### src/rtl/icsh_pkg.sv
package icsh_pkg;

  typedef enum logic [2:0] {
    PID_NYET  = 3'd0,
    PID_NAK   = 3'd1,
    PID_STALL = 3'd2,
    PID_ERR   = 3'd3,
    PID_MDATA = 3'd4,
    PID_DATA0 = 3'd5,
    PID_DATA1 = 3'd6,
    PID_OTHER = 3'd7
  } replyE;

  typedef enum logic [2:0] {
    RSP_NEXT_CMD = 3'd0,
    RSP_NEXT_CS  = 3'd1,
    RSP_RETRY    = 3'd2,
    RSP_RESTART  = 3'd3,
    RSP_HALT     = 3'd4
  } rspE;

  typedef enum logic [1:0] {
    S_IDLE = 2'd0,
    S_CSPL = 2'd1,
    S_INTK = 2'd2,
    S_WAIT = 2'd3
  } stE;

  // Strobes from control to datapath
  typedef struct packed {
    logic clrAll;   // new command: clear counter and held data
    logic accept;   // add payload bytes as one more piece
    logic flip;     // invert expected toggle
    logic discard;  // drop all held pieces
    logic errInc;   // count one error
  } dpStrobeT;

endpackage

### src/rtl/icsh_ctrl.sv
module icsh_ctrl
  import icsh_pkg::*;
#(
  parameter int ERR_LIMIT = 3,
  parameter int CNT_W     = 2
) (
  input  logic             clk,
  input  logic             rstN,
  input  logic             cmdValid,
  input  logic             cmdNew,
  input  logic             cmdLast,
  input  logic             rxValid,
  input  logic [2:0]       rxPid,
  input  logic             rxCrcOk,
  input  logic             rxTimeout,
  input  logic [CNT_W-1:0] errCnt,
  input  logic             heldAny,
  input  logic             expToggle,
  output logic             tokValid,
  output logic             tokKind,
  output logic             waitSt,
  output logic             rspValid,
  output logic [2:0]       rspCode,
  output dpStrobeT         strobe
);

  stE   st;
  logic lastQ;
  logic evt;
  logic goErr;
  logic limitHit;
  logic toggleOk;
  rspE  nextCode;

  assign tokValid = (st == S_CSPL) || (st == S_INTK);
  assign tokKind  = (st == S_INTK);
  assign waitSt   = (st == S_WAIT);
  assign evt      = waitSt && (rxValid || rxTimeout);
  assign limitHit = (int'(errCnt) + 1) >= ERR_LIMIT;
  assign toggleOk = ((rxPid == PID_DATA1) == expToggle);

  always_ff @(posedge clk) begin
    if (!rstN) begin
      st    <= S_IDLE;
      lastQ <= 1'b0;
    end else begin
      case (st)
        S_IDLE: if (cmdValid) begin
          st    <= S_CSPL;
          lastQ <= cmdLast;
        end
        S_CSPL: st <= S_INTK;
        S_INTK: st <= S_WAIT;
        S_WAIT: if (evt) st <= S_IDLE;
        default: st <= S_IDLE;
      endcase
    end
  end

  always_comb begin
    strobe   = '0;
    goErr    = 1'b0;
    nextCode = RSP_NEXT_CMD;
    if (st == S_IDLE && cmdValid && cmdNew) strobe.clrAll = 1'b1;
    if (evt) begin
      if (rxTimeout) begin
        goErr = 1'b1;
      end else begin
        case (rxPid)
          PID_NYET: begin
            if (lastQ) goErr = 1'b1;
            else nextCode = RSP_NEXT_CS;
          end
          PID_NAK: begin
            nextCode       = RSP_RESTART;
            strobe.discard = 1'b1;
          end
          PID_STALL: begin
            nextCode       = RSP_HALT;
            strobe.discard = 1'b1;
          end
          PID_MDATA: begin
            if (!rxCrcOk || heldAny) goErr = 1'b1;
            else begin
              strobe.accept = 1'b1;
              nextCode      = RSP_NEXT_CS;
            end
          end
          PID_DATA0, PID_DATA1: begin
            if (!rxCrcOk) goErr = 1'b1;
            else if (toggleOk) begin
              strobe.accept = 1'b1;
              strobe.flip   = 1'b1;
              nextCode      = RSP_NEXT_CMD;
            end else begin
              strobe.discard = 1'b1;
              nextCode       = RSP_NEXT_CMD;
            end
          end
          default: goErr = 1'b1;
        endcase
      end
      if (goErr) begin
        strobe.errInc  = 1'b1;
        strobe.discard = 1'b1;
        nextCode       = limitHit ? RSP_HALT : RSP_RETRY;
      end
    end
  end

  always_ff @(posedge clk) begin
    if (!rstN) begin
      rspValid <= 1'b0;
      rspCode  <= RSP_NEXT_CMD;
    end else begin
      rspValid <= evt;
      if (evt) rspCode <= nextCode;
    end
  end

endmodule

### src/rtl/icsh_dpath.sv
module icsh_dpath
  import icsh_pkg::*;
#(
  parameter int ERR_LIMIT  = 3,
  parameter int MAX_PIECES = 2,
  parameter int LEN_W      = 7,
  parameter int HELD_W     = 8,
  parameter int CNT_W      = 2
) (
  input  logic              clk,
  input  logic              rstN,
  input  dpStrobeT          strobe,
  input  logic [LEN_W-1:0]  rxLen,
  output logic [HELD_W-1:0] heldBytes,
  output logic              heldAny,
  output logic              expToggle,
  output logic [CNT_W-1:0]  errCnt
);

  localparam int PC_W = $clog2(MAX_PIECES + 1);

  logic [PC_W-1:0] pieces;

  assign heldAny = (pieces != '0);

  always_ff @(posedge clk) begin
    if (!rstN) begin
      errCnt <= '0;
    end else if (strobe.clrAll) begin
      errCnt <= '0;
    end else if (strobe.errInc && int'(errCnt) < ERR_LIMIT) begin
      errCnt <= errCnt + 1'b1;
    end
  end

  always_ff @(posedge clk) begin
    if (!rstN) begin
      heldBytes <= '0;
      pieces    <= '0;
    end else if (strobe.clrAll || strobe.discard) begin
      heldBytes <= '0;
      pieces    <= '0;
    end else if (strobe.accept) begin
      heldBytes <= heldBytes + HELD_W'(rxLen);
      if (int'(pieces) < MAX_PIECES) pieces <= pieces + 1'b1;
    end
  end

  always_ff @(posedge clk) begin
    if (!rstN) expToggle <= 1'b0;
    else if (strobe.flip) expToggle <= ~expToggle;
  end

endmodule

### src/rtl/intInSplitHost.sv
module intInSplitHost
  import icsh_pkg::*;
#(
  parameter  int MAX_BYTES = 64,
  parameter  int ERR_LIMIT = 3,
  localparam int LEN_W     = $clog2(MAX_BYTES + 1),
  localparam int HELD_W    = LEN_W + 1,
  localparam int CNT_W     = $clog2(ERR_LIMIT + 1)
) (
  input  logic              clk,
  input  logic              rstN,
  input  logic              cmdValid,
  input  logic              cmdNew,
  input  logic              cmdLast,
  output logic              tokValid,
  output logic              tokKind,
  input  logic              rxValid,
  input  logic [2:0]        rxPid,
  input  logic              rxCrcOk,
  input  logic [LEN_W-1:0]  rxLen,
  input  logic              rxTimeout,
  output logic              rspValid,
  output logic [2:0]        rspCode,
  output logic [HELD_W-1:0] heldBytes,
  output logic              expToggle,
  output logic [CNT_W-1:0]  errCnt
);

  localparam int MAX_PIECES = 2;

  dpStrobeT strobe;
  logic     heldAny;
  logic     waitSt;

  icsh_ctrl #(.ERR_LIMIT(ERR_LIMIT), .CNT_W(CNT_W)) ctrl_i (
    .clk(clk), .rstN(rstN),
    .cmdValid(cmdValid), .cmdNew(cmdNew), .cmdLast(cmdLast),
    .rxValid(rxValid), .rxPid(rxPid), .rxCrcOk(rxCrcOk), .rxTimeout(rxTimeout),
    .errCnt(errCnt), .heldAny(heldAny), .expToggle(expToggle),
    .tokValid(tokValid), .tokKind(tokKind), .waitSt(waitSt),
    .rspValid(rspValid), .rspCode(rspCode), .strobe(strobe)
  );

  icsh_dpath #(
    .ERR_LIMIT(ERR_LIMIT), .MAX_PIECES(MAX_PIECES),
    .LEN_W(LEN_W), .HELD_W(HELD_W), .CNT_W(CNT_W)
  ) dpath_i (
    .clk(clk), .rstN(rstN), .strobe(strobe), .rxLen(rxLen),
    .heldBytes(heldBytes), .heldAny(heldAny),
    .expToggle(expToggle), .errCnt(errCnt)
  );

endmodule

### config.mk
export PLATFORM = sky130hd
export DESIGN_NAME = intInSplitHost
export DESIGN_NICKNAME = d
export VERILOG_FILES = /design/src/rtl/icsh_pkg.sv /design/src/rtl/icsh_ctrl.sv /design/src/rtl/icsh_dpath.sv /design/src/rtl/intInSplitHost.sv
export SDC_FILE = /design/constraint.sdc
export NUM_CORES = 1
export LEC_CHECK = 0
export BUFFER_PORTS_ARGS = -buffer_cell sky130_fd_sc_hd__buf_4
export CORE_MARGIN = 3
export CORE_UTILIZATION = 40
export CTS_CLUSTER_SIZE = 24
export DETAILED_ROUTE_END_ITERATION = 10
export GPL_ROUTABILITY_DRIVEN = 0
export GPL_TIMING_DRIVEN = 0
export PLACE_DENSITY = 0.69
export SYNTH_ARGS = -nofsm -noshare
export SYNTH_HDL_FRONTEND = slang
export SYNTH_SLANG_ARGS = --single-unit
export TNS_END_PERCENT = 1
### constraint.sdc
create_clock -name clk -period 2 [get_ports clk]
set_input_delay 0.3 -clock clk [delete_from_list [all_inputs] [get_ports clk]]
set_output_delay 0.3 -clock clk [all_outputs]
set_load 0.03 [all_outputs]
==> results.md <==
* Hold depth at 3
* CTS buffer count at 3
* CP Depth at 8
* Yosys cell types at 40
* FF+latch count, synth at 20
* CTS tree: built
* Setup tns final at 0 ns
* GRT Resource Usage Total at 14.95%
* Tmin final at 1.872 ns
* DRT Pass-1 Iters at 4
* Peak supply drop at 0.0005768 V
* FF-to-FF Start: dpath_i.heldBytes[0]
* Syn Area/Cell at 8.451 um^2
* H-tree Lvls at 1
* Area grow syn2layout at 25.52%
* Initial DRC Count at 42
* WL per Instance at 12.60 um
* Int Pwr at 660.5 uW
* Final hold viol count at 0
* Startpoint Class: flop
* Worst-path clk slew at 0.11 ns
* Fill cell count at 299
* Grt ovf at 0
* Sw Ratio at 36.10%
* Detail Placement HPWL at 2443 um
* Largest net degree at the start of global routing at 11
* Run status: completed
* Hold Buf Count CTS at 0
* Global-route wire length before repair at 5106 um
* R2R depth at 8
* Reg-to-reg critical path endpoint: dpath_i.heldBytes[6]
* Worst path slowest cell: dfxtp_2
* Share of cells above drive strength 1 at 27.00%
* Commonest non-fill, non-tap cells in the layout: buf_4 (34), dfxtp_1 (18), inv_1 (14)
* Clk_lat worst skew at 0.30 ns
* Cell accounting for the most synthesized area: dfxtp_1
* Setup Crit Path Kind: reg2reg
* Slew HR at 58.67%
* Share of total power in the clock network at 18.3%
* Max Cap Viol at 0
* Post-DRT Antenna Nets at 0
* Total Power at 1034 uW
* Crit path from: dpath_i.heldBytes[0]
* # nets final at 235
* Hold WS at 0.2584 ns
* Clock root buffer: clkbuf_4
* Post-Syn Nets at 196
* Antenna cells at 0
* Die height at 64.69 um
* Avg Vias per Cell at 5.262
* Seq/Total Area, Yosys at 29.06%
* Async SR Flop Fraction at 0%
* Initial antenna violation count at 0
* Fin crit share at 93.59%
* Clk_skew at 0.001881 ns
* Die ar. at 0.004184 mm^2
* Utilization after layout at 54.41%
* Fin. max-slew vios at 0
* Sequential share of power at 44.2%
* Die width at 64.69 um
* PwrDens at 597.8 mW/mm^2
* Switching pwr at 373.2 uW
* F_max at 0.5342 GHz
* Total wire length at 3075 um
* Number of port buffers at 33
* Vias in the first global route at 1210
* Combinational share of power at 37.5%
* Synthesis warning total at 0
* Crit path max fanout at 3
* Top_reg_cell synth: dfxtp_1
* Top-area cell type share of the netlist area at 29.06%
* Initial Util at 43.35%
* Required @ worst endpoint at 2.22 ns
* DR DRC count at 0
* Final setup vio count at 0
* Row cnt at 20
* Worst Path Buf+Inv at 1
* Reg2Reg Setup Slack at 0.13 ns
* Most common cell after layout, fill and taps aside: buf_4
* I/O pin cnt at 35
* CTS Buffer Depth at 2
* P_leak at 0.0007432 uW
* Synth top area cells: dfxtp_1 (29%), ha_1 (13%), a211oi_1 (5.4%), mux2i_1 (5.1%), inv_1 (3.8%)
* Top delay family on crit path: compound AO/OA/AOI/OAI gates
* Mapped Area at 0.001378 mm^2
* Via count at 1284
* Min-Delay Path Class: in2reg
* Crit path cell chain: ha_2, inv_1, fa_2, nor2b_2, o31a_1, mux2i_1, a21o_1, a211oi_1
* EDFF count, synth at 0
* Slew @ Worst Pin at 0.6134 ns
* CTS Sinks at 20
* Crit path DAT at 2.09 ns
* Cells after synthesis at 163
* CP max stage delay at 0.36 ns
* RSZ-0062 raised after global routing: no
* Core area at 0.003178 mm^2
* Crit. End Element: flop
* Worst setup endpoint: dpath_i.heldBytes[6]
==> per-layer routing <==
| layer | routed length, um | GRT usage (%) | up-vias |
|---|---|---|---|
| met2 | 1536 | 25.77 | 24 |
| met3 | 105 | 3.466 | 2 |
| li1 | - | - | 670 |
| met1 | 1417 | 19.28 | 588 |
| met4 | 16 | 2.375 | 0 |
| met5 | 0 | 0 | - |
==> power by group through the flow <==
| stage | clock [uW] | sequential (uW) | combinational (uW) |
|---|---|---|---|
| finish | 189 | 457 | 388 |
| global route | 217 | 462 | 429 |
| CTS | 198 | 455 | 389 |
| detailed placement | 0 | 464 | 387 |
| global placement | 0 | 462 | 377 |
| floorplan | 0 | 475 | 259 |
==> cell families after synthesis <==
kind of cell / synth area share (%)
xor+xnor: 1.272
buf+inv: 5.631
mux: 5.904
flops: 29.06
compound gates: 25.70
simple gates: 18.26
fa+ha+maj: 14.17
==> tightest hold or removal path, delay by kind of cell <==
| kind | cells | cell delay (ns) |
|---|---|---|
| AOI/OAI and AO/OA | 1 | 0.06 |
| buffers and inverters | 1 | 0.11 |
| and+or+nand+nor | 1 | 0.05 |
==> synthesized netlist by cell type, types with 2 or more instances <==
master    instances
nand2_1          13
mux2i_1           7
o21a_1            2
dfxtp_1          20
a21o_1            2
a31oi_1           3
nor3_1           10
a21oi_1           7
xnor2_1           2
buf_2             2
ha_1             14
nor2_1           10
o211ai_1          2
a21boi_0          4
nand3_1           5
nor2b_1           3
a211oi_1         10
and2_1            2
inv_1            14
a221oi_1          2
o21ai_0           7
nand2b_1          4
==> through the flow <==
step                      cell area, um^2  std cells  setup slack [ns]
after CTS                            1703        243           0.02368
after detailed placement             1680        240           0.01917
after global placement               1680        240           0.06920
after global routing                 1729        244          0.002147
final                                1729        244            0.1282
after floorplan                      1378        163           0.02305
==> registers in the layout (all words and copies together) (netlist names) <==
signal,cells
dpath_i.heldBytes,8
dpath_i.expToggle,1
ctrl_i.st,2
dpath_i.errCnt,2
dpath_i.pieces,2
ctrl_i.lastQ,1
ctrl_i.rspValid,1
ctrl_i.rspCode,3
==> cell type report <==
type | instances | area, um^2 | area share, %
timing repair buffer | 34 | 255.2 | 14.76
clock buffer | 3 | 22.52 | 1.302
sequential | 20 | 402.9 | 23.30
multi-input combinational | 125 | 915.9 | 52.97
buffer | 4 | 25.02 | 1.447
inverter | 14 | 52.55 | 3.039
tap | 44 | 55.05 | 3.184
==> worst min path at each step <==
stage / start / end / slack (ns)
floorplan: rstN / ctrl_i.rspValid / 0.42
global placement: ctrl_i.rspCode[2] / ctrl_i.rspCode[2] / 0.45
detailed placement: ctrl_i.rspCode[2] / ctrl_i.rspCode[2] / 0.46
CTS: cmdLast / ctrl_i.lastQ / 0.25
global route: rstN / ctrl_i.st[0] / 0.26
finish: cmdLast / ctrl_i.lastQ / 0.26
==> repair_timing <==
action,CTS,global route
buffers inserted,0,1
endpoints found under the setup margin,0,10
endpoints found under the hold margin,0,0
resized for setup,0,8
No activity file was read; power rests on OpenSTA's default activity.
